File: src/rtl/asram_pkg.sv
package asram_pkg;

    typedef enum logic [2:0] {
        ST_IDLE     = 3'd0,
        ST_WR_PULSE = 3'd1,
        ST_WR_REC   = 3'd2,
        ST_RD_ACC   = 3'd3,
        ST_RD_TURN  = 3'd4
    } ctl_state_e;

    // whole clocks needed to cover t_ns, never less than one
    function automatic int cyc_ceil(input int t_ns, input int clk_ns);
        int c;
        c = (t_ns + clk_ns - 1) / clk_ns;
        return (c < 1) ? 1 : c;
    endfunction

    function automatic int imax(input int a, input int b);
        return (a > b) ? a : b;
    endfunction

endpackage

File: src/rtl/asram_phase_timer.sv
module asram_phase_timer #(
    parameter int CNT_W = 4
) (
    input  logic             clk,
    input  logic             rst_n,
    input  logic             load,
    input  logic [CNT_W-1:0] load_val,
    output logic             expired
);
    logic [CNT_W-1:0] cnt_d, cnt_q;

    always_comb begin
        cnt_d = cnt_q;
        if (load) begin
            cnt_d = load_val;
        end else if (cnt_q != '0) begin
            cnt_d = cnt_q - 1'b1;
        end
    end

    always_ff @(posedge clk or negedge rst_n) begin
        if (!rst_n) begin
            cnt_q <= '0;
        end else begin
            cnt_q <= cnt_d;
        end
    end

    assign expired = (cnt_q == '0);

endmodule

File: src/rtl/asram_lanes.sv
module asram_lanes #(
    parameter int LANES = 2,
    localparam int DW   = LANES * 8
) (
    input  logic [LANES-1:0] sel_mask,
    input  logic [LANES-1:0] cap_mask,
    input  logic [DW-1:0]    bus_in,
    output logic [LANES-1:0] be_n,
    output logic [DW-1:0]    merged
);
    for (genvar g = 0; g < LANES; g++) begin : g_lane
        assign be_n[g]           = ~sel_mask[g];
        assign merged[g*8 +: 8]  = cap_mask[g] ? bus_in[g*8 +: 8] : 8'h00;
    end
endmodule

File: src/rtl/asram_fsm.sv
module asram_fsm
    import asram_pkg::*;
#(
    parameter int ADDR_W = 20,
    parameter int LANES  = 2,
    parameter int CNT_W  = 4,
    parameter int WP_CYC = 5,
    parameter int WR_CYC = 2,
    parameter int RA_CYC = 7,
    parameter int TA_CYC = 3,
    localparam int DW    = LANES * 8
) (
    input  logic              clk,
    input  logic              rst_n,
    input  logic              req_valid,
    input  logic              req_write,
    input  logic [ADDR_W-1:0] req_addr,
    input  logic [DW-1:0]     req_wdata,
    input  logic [LANES-1:0]  req_mask,
    input  logic [LANES-1:0]  lane_be_n,
    input  logic [DW-1:0]     rd_merged,
    input  logic              tmr_expired,
    output logic              tmr_load,
    output logic [CNT_W-1:0]  tmr_val,
    output logic [LANES-1:0]  cap_mask,
    output logic              req_ready,
    output logic [DW-1:0]     rd_data,
    output logic [ADDR_W-1:0] mem_addr,
    output logic              mem_ce_n,
    output logic              mem_ce,
    output logic              mem_we_n,
    output logic              mem_oe_n,
    output logic [LANES-1:0]  mem_be_n,
    output logic [DW-1:0]     mem_dq_out,
    output logic              mem_dq_oe
);
    typedef struct packed {
        ctl_state_e        st;
        logic [ADDR_W-1:0] addr;
        logic [DW-1:0]     wdata;
        logic [LANES-1:0]  mask;
        logic [DW-1:0]     rdata;
        logic              ce_n;
        logic              ce;
        logic              we_n;
        logic              oe_n;
        logic [LANES-1:0]  be_n;
        logic              dq_oe;
        logic              ready;
    } ctl_regs_t;

    localparam ctl_regs_t REGS_RST = '{
        st:    ST_IDLE,
        addr:  '0,
        wdata: '0,
        mask:  '0,
        rdata: '0,
        ce_n:  1'b1,
        ce:    1'b0,
        we_n:  1'b1,
        oe_n:  1'b1,
        be_n:  '1,
        dq_oe: 1'b0,
        ready: 1'b0
    };

    ctl_regs_t r_d, r_q;

    always_comb begin
        r_d      = r_q;
        r_d.ready = 1'b0;
        tmr_load = 1'b0;
        tmr_val  = '0;
        unique case (r_q.st)
            ST_IDLE: begin
                if (req_valid && !r_q.ready) begin
                    if (req_mask == '0) begin
                        // no lane selected: memory would be deselected anyway
                        r_d.ready = 1'b1;
                    end else begin
                        r_d.addr  = req_addr;
                        r_d.wdata = req_wdata;
                        r_d.mask  = req_mask;
                        r_d.ce_n  = 1'b0;
                        r_d.ce    = 1'b1;
                        r_d.be_n  = lane_be_n;
                        tmr_load  = 1'b1;
                        if (req_write) begin
                            r_d.we_n  = 1'b0;
                            r_d.dq_oe = 1'b1;
                            r_d.st    = ST_WR_PULSE;
                            tmr_val   = CNT_W'(WP_CYC - 1);
                        end else begin
                            r_d.oe_n = 1'b0;
                            r_d.st   = ST_RD_ACC;
                            tmr_val  = CNT_W'(RA_CYC - 1);
                        end
                    end
                end
            end
            ST_WR_PULSE: begin
                if (tmr_expired) begin
                    // all qualifiers drop together; data stays for hold
                    r_d.we_n = 1'b1;
                    r_d.ce_n = 1'b1;
                    r_d.ce   = 1'b0;
                    r_d.be_n = '1;
                    r_d.st   = ST_WR_REC;
                    tmr_load = 1'b1;
                    tmr_val  = CNT_W'(WR_CYC - 1);
                end
            end
            ST_WR_REC: begin
                if (tmr_expired) begin
                    r_d.dq_oe = 1'b0;
                    r_d.ready = 1'b1;
                    r_d.st    = ST_IDLE;
                end
            end
            ST_RD_ACC: begin
                if (tmr_expired) begin
                    r_d.rdata = rd_merged;
                    r_d.oe_n  = 1'b1;
                    r_d.ce_n  = 1'b1;
                    r_d.ce    = 1'b0;
                    r_d.be_n  = '1;
                    r_d.st    = ST_RD_TURN;
                    tmr_load  = 1'b1;
                    tmr_val   = CNT_W'(TA_CYC - 1);
                end
            end
            ST_RD_TURN: begin
                if (tmr_expired) begin
                    r_d.ready = 1'b1;
                    r_d.st    = ST_IDLE;
                end
            end
            default: begin
                r_d = REGS_RST;
            end
        endcase
    end

    always_ff @(posedge clk or negedge rst_n) begin
        if (!rst_n) begin
            r_q <= REGS_RST;
        end else begin
            r_q <= r_d;
        end
    end

    assign cap_mask   = r_q.mask;
    assign req_ready  = r_q.ready;
    assign rd_data    = r_q.rdata;
    assign mem_addr   = r_q.addr;
    assign mem_ce_n   = r_q.ce_n;
    assign mem_ce     = r_q.ce;
    assign mem_we_n   = r_q.we_n;
    assign mem_oe_n   = r_q.oe_n;
    assign mem_be_n   = r_q.be_n;
    assign mem_dq_out = r_q.wdata;
    assign mem_dq_oe  = r_q.dq_oe;

endmodule

File: src/rtl/asram_ctl.sv
module asram_ctl
    import asram_pkg::*;
#(
    parameter int ADDR_W = 20,
    parameter int LANES  = 2,
    parameter int CLK_NS = 8,
    parameter int T_WC   = 55,
    parameter int T_PWE  = 40,
    parameter int T_SD   = 25,
    parameter int T_AA   = 55,
    parameter int T_DOE  = 25,
    parameter int T_HZOE = 20,
    localparam int DW    = LANES * 8
) (
    input  logic              clk,
    input  logic              rst_n,
    input  logic              req_valid,
    input  logic              req_write,
    input  logic [ADDR_W-1:0] req_addr,
    input  logic [DW-1:0]     req_wdata,
    input  logic [LANES-1:0]  req_mask,
    output logic              req_ready,
    output logic [DW-1:0]     rd_data,
    output logic [ADDR_W-1:0] mem_addr,
    output logic              mem_ce_n,
    output logic              mem_ce,
    output logic              mem_we_n,
    output logic              mem_oe_n,
    output logic [LANES-1:0]  mem_be_n,
    output logic [DW-1:0]     mem_dq_out,
    output logic              mem_dq_oe,
    input  logic [DW-1:0]     mem_dq_in
);
    localparam int WP_CYC = imax(cyc_ceil(T_PWE, CLK_NS), cyc_ceil(T_SD, CLK_NS));
    localparam int WC_CYC = cyc_ceil(T_WC, CLK_NS);
    localparam int WR_CYC = (WC_CYC > WP_CYC) ? (WC_CYC - WP_CYC) : 1;
    localparam int RA_CYC = imax(cyc_ceil(T_AA, CLK_NS), cyc_ceil(T_DOE, CLK_NS));
    localparam int TA_CYC = cyc_ceil(T_HZOE, CLK_NS);
    localparam int MAX_CYC = imax(imax(WP_CYC, WR_CYC), imax(RA_CYC, TA_CYC));
    localparam int CNT_W  = $clog2(MAX_CYC + 1);

    logic             tmr_load;
    logic [CNT_W-1:0] tmr_val;
    logic             tmr_expired;
    logic [LANES-1:0] lane_be_n;
    logic [LANES-1:0] cap_mask;
    logic [DW-1:0]    rd_merged;

    asram_phase_timer #(.CNT_W(CNT_W)) u_timer (
        .clk      (clk),
        .rst_n    (rst_n),
        .load     (tmr_load),
        .load_val (tmr_val),
        .expired  (tmr_expired)
    );

    asram_lanes #(.LANES(LANES)) u_lanes (
        .sel_mask (req_mask),
        .cap_mask (cap_mask),
        .bus_in   (mem_dq_in),
        .be_n     (lane_be_n),
        .merged   (rd_merged)
    );

    asram_fsm #(
        .ADDR_W (ADDR_W),
        .LANES  (LANES),
        .CNT_W  (CNT_W),
        .WP_CYC (WP_CYC),
        .WR_CYC (WR_CYC),
        .RA_CYC (RA_CYC),
        .TA_CYC (TA_CYC)
    ) u_fsm (
        .clk         (clk),
        .rst_n       (rst_n),
        .req_valid   (req_valid),
        .req_write   (req_write),
        .req_addr    (req_addr),
        .req_wdata   (req_wdata),
        .req_mask    (req_mask),
        .lane_be_n   (lane_be_n),
        .rd_merged   (rd_merged),
        .tmr_expired (tmr_expired),
        .tmr_load    (tmr_load),
        .tmr_val     (tmr_val),
        .cap_mask    (cap_mask),
        .req_ready   (req_ready),
        .rd_data     (rd_data),
        .mem_addr    (mem_addr),
        .mem_ce_n    (mem_ce_n),
        .mem_ce      (mem_ce),
        .mem_we_n    (mem_we_n),
        .mem_oe_n    (mem_oe_n),
        .mem_be_n    (mem_be_n),
        .mem_dq_out  (mem_dq_out),
        .mem_dq_oe   (mem_dq_oe)
    );

endmodule

File: config.mk
export PLATFORM = sky130hd
export DESIGN_NAME = asram_ctl
export DESIGN_NICKNAME = d
export VERILOG_FILES = /design/src/rtl/asram_pkg.sv /design/src/rtl/asram_phase_timer.sv /design/src/rtl/asram_lanes.sv /design/src/rtl/asram_fsm.sv /design/src/rtl/asram_ctl.sv
export SDC_FILE = /design/constraint.sdc
export NUM_CORES = 1
export LEC_CHECK = 0
export ABC_AREA = 1
export BUFFER_PORTS_ARGS = -buffer_cell sky130_fd_sc_hd__buf_2
export CAP_MARGIN = 10
export CORE_MARGIN = 10
export CORE_UTILIZATION = 47
export DETAILED_ROUTE_END_ITERATION = 6
export GPL_ROUTABILITY_DRIVEN = 0
export PLACE_DENSITY = 0.83
export SYNTH_ARGS = -nofsm -noshare
export SYNTH_HDL_FRONTEND = slang
export SYNTH_HIERARCHICAL = 1
export SYNTH_SLANG_ARGS = --single-unit
File: constraint.sdc
create_clock -name clk -period 2.2 [get_ports clk]
set_clock_uncertainty 0.2 [all_clocks]
set_input_delay 0.11 -clock clk [delete_from_list [all_inputs] [get_ports clk]]
set_output_delay 0.11 -clock clk [all_outputs]
set_load 0.005 [all_outputs]
==> impl_metrics.py, run 1 <==
metrics = {
    "outcome": {
        "status": "finished, final reports clean",
    },
    "power_and_ir_drop": {
        "ir_worst_vdd_mv": 0.849,
        "p_sw_frac": 0.438,
        "power_frac_clock": 0.182,
        "p_leak_nw": 2.59,
        "p_switching_w": 0.00269,
        "power_frac_comb": 0.501,
        "p_int_w": 0.00344,
        "p_per_area_nw_per_um2": 1270,
        "pwr-share-seq": 0.317,
    },
    "sta": {
        "timing.final.crit_share": 0.886,
        "setup_tns_ps": 0,
        "worstMarginPinSlew_ps": 629,
        "timing.fmax_mhz": 513,
        "setup_viol": 0,
        "fin_crit_ps": 1950,
        "slew_viol_final": 0,
        "final-hold-violation-count": 0,
        "hold_ws_ps": 151,
        "max_slew_margin": 0.581,
        "rsz0062_at_grt": "false",
    },
    "clock_network": {
        "cts_root_buf": "clkbuf_8",
        "cts_buffer_depth": 2,
        "cts_tree": "yes",
        "cts_made_buffers": 9,
        "cts_sinks": 68,
        "clk_pin_slew_ps": 80,
        "cts_htree_levels": 3,
        "clock_latency_ps": 330,
    },
    "route": {
        "drc_errors": 0,
        "drtAntennaViolNets": 0,
        "drtIter0Drc": 119,
        "vias": 3199,
        "drt-wirelength-per-cell_um": 14.2,
        "via_per_inst": 4.69,
        "detail_route.first_pass.iterations": 4,
        "wl_mm": 9.66,
    },
    "logic_synthesis": {
        "ys_warn_count": 6,
        "synth_top_area_share": 0.417,
        "synth_edf_count": 0,
        "ys_top_cells_by_area": "dfrtp_1 (42%), nand2_1 (15%), buf_4 (12%), o21ai_2 (7.4%), o21ai_0 (4.2%)",
        "syn_nets": 515,
        "synth_async_sr_flop_share": 1.00,
        "yosysSeqAreaShare": 0.451,
        "ys_types": 27,
        "synth_ff_type": "dfrtp_1",
        "synthCells": 455,
        "yosys_register_bits": 68,
        "yosysTopAreaCell": "dfrtp_1",
        "syn_area_per_cell_um2": 8.32,
        "synth_area_um2": 3780,
    },
    "die": {
        "rows": 32,
        "die_w_um": 110,
        "die-area_um2": 12000,
        "die_y_um": 110,
        "core_um2": 7770,
        "initial_core_util": 0.487,
        "io-pin-count": 118,
    },
    "critical_path": {
        "cp-start-kind": "flip-flop",
        "cp_slowest_cell": "dfrtp_1",
        "critical-path-top-delay-family": "simple AND/OR/NAND/NOR gates",
        "end_kind": "flip-flop",
        "crit_chain": "inv_1 -> ha_1 -> inv_1 -> nor2_2 -> inv_2 -> nand3_1 -> nand3_1 -> nor2_1 -> nand2_1 -> nand2_1 -> nand2_1",
        "critPathArrivalTime_ps": 2010,
        "max_stage_delay_ps": 390,
        "crit_type": "flip-flop to flip-flop",
        "crit_required_ps": 2260,
        "critical_path_buf_inv_count": 3,
        "cp_common_cell": "nand2_1",
        "cp_max_fo": 9,
    },
    "layout": {
        "drive_gt1_frac": 0.363,
        "final_area_um2": 4820,
        "area_delta_synth_final_pct": 27.3,
        "layout_common_cells": "nand2_1 (153), buf_2 (117), dfrtp_1 (63)",
        "layout_commonest_cell": "nand2_1",
        "nets": 634,
    },
    "global_route": {
        "grt_pass1_wl_mm": 15.8,
        "grt_pass1_vias": 3231,
        "grt.total_usage": 0.163,
        "grt_overflow": 0,
        "antenna_found_initial": 0,
        "grt_max_degree": 45,
    },
    "placed_design": {
        "portBuffers": 117,
        "place_area_um2": 4030,
        "dp_hpwl_mm": 6.48,
    },
    "run": {
        "drv_cap": 0,
    },
    "min_path": {
        "min_path_type": "input port to asynchronous set/reset pin",
    },
}
[area by class of cell]
| class | instances | area, um2 |
|---|---|---|
| fill | 650 | 2950 |
| tap | 102 | 128 |
| clock buffer | 10 | 128 |
| timing repair buffer | 182 | 1250 |
| multi-input combinational | 274 | 1360 |
| antenna | 1 | 2.50 |
| sequential | 68 | 1710 |
| inverter | 39 | 149 |
| clock inverter | 6 | 88.8 |
[routing by layer]
metal,track usage,vias up,part of all wire
li1,-,1592,-
met1,0.188,1499,0.41
met2,0.290,104,0.52
met3,0.0421,4,0.064
met4,0.0493,0,0.0046
met5,0,-,0
[synthesized netlist by cell type, types with 2 or more instances]
library cell / number
clkbuf_1: 2
dfstp_2: 5
o21ai_1: 3
o21ai_0: 32
nor2_1: 12
inv_2: 3
nand4_1: 2
buf_4: 58
nand3_1: 7
buf_12: 2
inv_1: 33
dfrtp_1: 63
nand2_1: 153
nor2_2: 3
buf_2: 9
o21ai_2: 32
ha_1: 2
a21oi_1: 3
clkinv_1: 2
buf_6: 2
nand2_2: 21
[sequential cells by signal (all words and copies together), names as in the netlist]
signal            cells
u_fsm/cap_mask        2
u_fsm/mem_addr       20
u_fsm/mem_be_n        2
u_fsm/mem_ce          1
u_fsm/mem_ce_n        1
u_fsm/mem_dq_oe       1
u_fsm/mem_dq_out     16
u_fsm/mem_oe_n        1
u_fsm/mem_we_n        1
u_fsm/r_q             3
u_fsm/rd_data        16
u_fsm/req_ready       1
u_timer/cnt_q         3
[through the flow]
step	setup WS, ps	instances	power (W)	util
5_1_grt	19.4	681	0.00663	0.620
6_report	251	682	0.00613	0.620
3_5_place_dp	128	608	0.00494	0.519
3_3_place_gp	244	608	0.00483	0.519
4_1_cts	109	681	0.00617	0.620
2_1_floorplan	129	455	0.00458	-
[cell families after synthesis]
logic type               after synthesis  share of synthesized area
buffers and inverters                113                      0.189
flip-flops                            68                      0.451
adder cells (fa/ha/maj)                2                    0.00661
AND/OR/NAND/NOR                      202                      0.229
AO/OA/AOI/OAI                         70                      0.124
[path summary, 6_finish.rpt]
| kind | start | to | cells past startpoint | slack [ps] |
|---|---|---|---|---|
| max | u_timer/cnt_q[0] | u_fsm/mem_oe_n | 11 | 250 |
| min reg2reg | u_fsm/mem_we_n | u_fsm/mem_we_n | 2 | 270 |
| min | rst_n | u_fsm/rd_data[11] | 2 | 150 |
| max reg2reg | u_timer/cnt_q[0] | u_fsm/mem_oe_n | 11 | 250 |
| min in group clk | u_fsm/mem_we_n | u_fsm/mem_we_n | 2 | 270 |
| max in group asynchronous | rst_n | u_fsm/mem_we_n | 3 | 990 |
[power groups by stage]
stage / Sequential, W / Clock [W] / Combinational, W
CTS: 0.00193 / 0.00116 / 0.00307
finish: 0.00194 / 0.00112 / 0.00307
global route: 0.00199 / 0.00121 / 0.00343
global placement: 0.00194 / 0 / 0.00289
floorplan: 0.00189 / 0 / 0.00269
detailed placement: 0.00195 / 0 / 0.00299
[what timing repair did]
item	in CTS	in global routing
hold buffers	57	0
buffers inserted	0	0
endpoints found under the hold margin	84	0
resized for setup	0	1
endpoints found under the setup margin	0	23
Power figures use the tool's default switching activity.
==> run 2, diff against run 1 <==
--- a/config.mk
+++ b/config.mk
@@ -8,7 +8,7 @@
 export ABC_AREA = 1
 export BUFFER_PORTS_ARGS = -buffer_cell sky130_fd_sc_hd__buf_2
 export CAP_MARGIN = 10
-export CORE_MARGIN = 10
+export CORE_MARGIN = 4
 export CORE_UTILIZATION = 47
 export DETAILED_ROUTE_END_ITERATION = 6
 export GPL_ROUTABILITY_DRIVEN = 0
==> impl_metrics.py, run 2 (synthesis results as in run 1) <==
metrics = {
    "layout": {
        "nFillCells": 640,
        "drive_gt1_frac": 0.364,
        "layout_commonest_cell": "nand2_1",
        "largest_reg_flops": 20,
        "utilization": 0.616,
        "layout_common_cells": "nand2_1 (153), buf_2 (117), dfrtp_1 (63)",
        "antenna-diode-count": 0,
        "nets": 634,
        "area_delta_synth_final_pct": 26.4,
    },
    "power_and_ir_drop": {
        "p_switching_w": 0.00265,
        "p_sw_frac": 0.443,
        "p_per_area_nw_per_um2": 1250,
        "power_frac_clock": 0.166,
        "pwr-share-seq": 0.325,
        "ir_worst_vdd_mv": 0.742,
        "power_frac_comb": 0.508,
        "p_total_w": 0.00597,
        "p_leak_nw": 2.58,
        "p_int_w": 0.00332,
    },
    "clock_network": {
        "cts_buffer_depth": 2,
        "cts_htree_levels": 3,
        "cts_setup_buffers": 0,
        "cts_root_buf": "clkbuf_8",
        "cts_made_buffers": 9,
        "clk_pin_slew_ps": 80,
        "cts_sinks": 68,
        "clock_latency_ps": 340,
        "cts_tree": "yes",
    },
    "global_route": {
        "grt.total_usage": 0.194,
        "use_met3": 0.0407,
        "antenna_found_initial": 0,
        "grt_busiest_layer": "met2",
        "met2_usage": 0.325,
        "grt_pass1_wl_mm": 15.0,
        "grt_pass1_vias": 3180,
        "grt_util_met1": 0.232,
        "grt_overflow": 0,
        "grt_max_degree": 41,
    },
    "die": {
        "io-pin-count": 118,
        "die_w_um": 97.7,
        "die_y_um": 97.7,
        "die-area_um2": 9550,
        "rows": 32,
        "core_um2": 7770,
        "initial_core_util": 0.487,
    },
    "critical_path": {
        "end_kind": "flip-flop",
        "cp_slowest_cell": "dfrtp_1",
        "cp_common_cell": "nand2_1",
        "crit_type": "flip-flop to flip-flop",
        "crit_required_ps": 2250,
        "max_stage_delay_ps": 440,
        "critPathArrivalTime_ps": 2000,
        "crit_chain": "nor2_2 -> nand2_1 -> nand2_1 -> clkinv_1 -> nand3_4 -> buf_12 -> nand2_1 -> o21ai_0",
        "cp_max_fo": 40,
        "cp-start-kind": "flip-flop",
    },
    "route": {
        "vias": 3192,
        "drtAntennaViolNets": 0,
        "drc_errors": 0,
        "via_per_inst": 4.69,
        "drt-wirelength-per-cell_um": 13.3,
        "drtIter0Drc": 142,
        "detail_route.first_pass.iterations": 5,
        "wl_mm": 9.03,
    },
    "sta": {
        "timing.final.crit_share": 0.889,
        "worstMarginPinSlew_ps": 530,
        "max_slew_margin": 0.647,
        "setup_tns_ps": 0,
        "fin_crit_ps": 1960,
        "slew_viol_final": 0,
        "rsz0062_at_grt": "false",
        "final-hold-violation-count": 0,
        "setup_viol": 0,
        "timing.fmax_mhz": 511,
    },
    "min_path": {
        "min_path_type": "input port to asynchronous set/reset pin",
    },
    "run": {
        "drv_cap": 0,
    },
    "placed_design": {
        "dp_hpwl_mm": 5.69,
        "portBuffers": 117,
    },
    "outcome": {
        "status": "finished, final reports clean",
    },
}
[run 2: cell types whose count changed in the layout (fill, tap and decap cells not counted), sizes merged]
cell,change
diode,-1
clkinvlp,-1
bufinv,-1
clkinv,+2
[run 2: path summary, 6_finish.rpt]
kind,startpoint,to,slack [ps],cells after the start
max,u_fsm/r_q[63],u_fsm/mem_dq_out[9],240,8
min reg2reg,u_fsm/mem_oe_n,u_fsm/mem_oe_n,260,2
min,rst_n,u_fsm/mem_addr[10],70,2
max in group asynchronous,rst_n,u_fsm/mem_dq_out[6],960,3
max reg2reg,u_fsm/r_q[63],u_fsm/mem_dq_out[9],240,8
min in group clk,u_fsm/mem_oe_n,u_fsm/mem_oe_n,260,2
[run 2: power groups by stage]
stage                     sequential [W]  clock [W]  combinational [W]
after global routing             0.00199    0.00108            0.00341
final                            0.00194   0.000991            0.00303
after CTS                        0.00194    0.00103            0.00303
after detailed placement         0.00195          0            0.00295
after global placement           0.00194          0            0.00286
after floorplan                  0.00189          0            0.00269
[run 2: per-layer routing]
metal | routed length (um) | vias up
met5 | 0 | -
met4 | 304 | 0
met3 | 507 | 27
met2 | 4500 | 114
met1 | 3710 | 1466
li1 | - | 1585
[run 2: cell type report]
cell class	count	area [um2]	share of cell area
inverters	39	149	0.0311
repair buffers	182	1240	0.259
well taps	102	128	0.0267
clock inverters	6	65.1	0.0136
flip-flops and latches	68	1710	0.357
clock buffers	10	128	0.0267
multi-input cells	274	1370	0.286
[run 2: what timing repair did]
item | CTS | global route
resized for setup | 0 | 3
setup endpoints to repair | 0 | 7
hold endpoints to repair | 82 | 0
hold buffers | 57 | 0
[run 2: worst max-delay path: cells and delay by family (launching register included)]
kind            cells  cell delay, ps
compound gates      1             100
flops               1             440
simple gates        5             710
buf+inv             2             400
[run 2: per-stage QoR]
step / cell area (um2) / cells / hold slack [ps] / worst slack, ps
floorplan: 3780 / 455 / -386 / 129
global placement: 4020 / 608 / -90.8 / 266
detailed placement: 4020 / 608 / -74.7 / 149
CTS: 4780 / 681 / 83.4 / 133
global route: 4790 / 681 / 129 / 132
finish: 4790 / 681 / 70.8 / 244
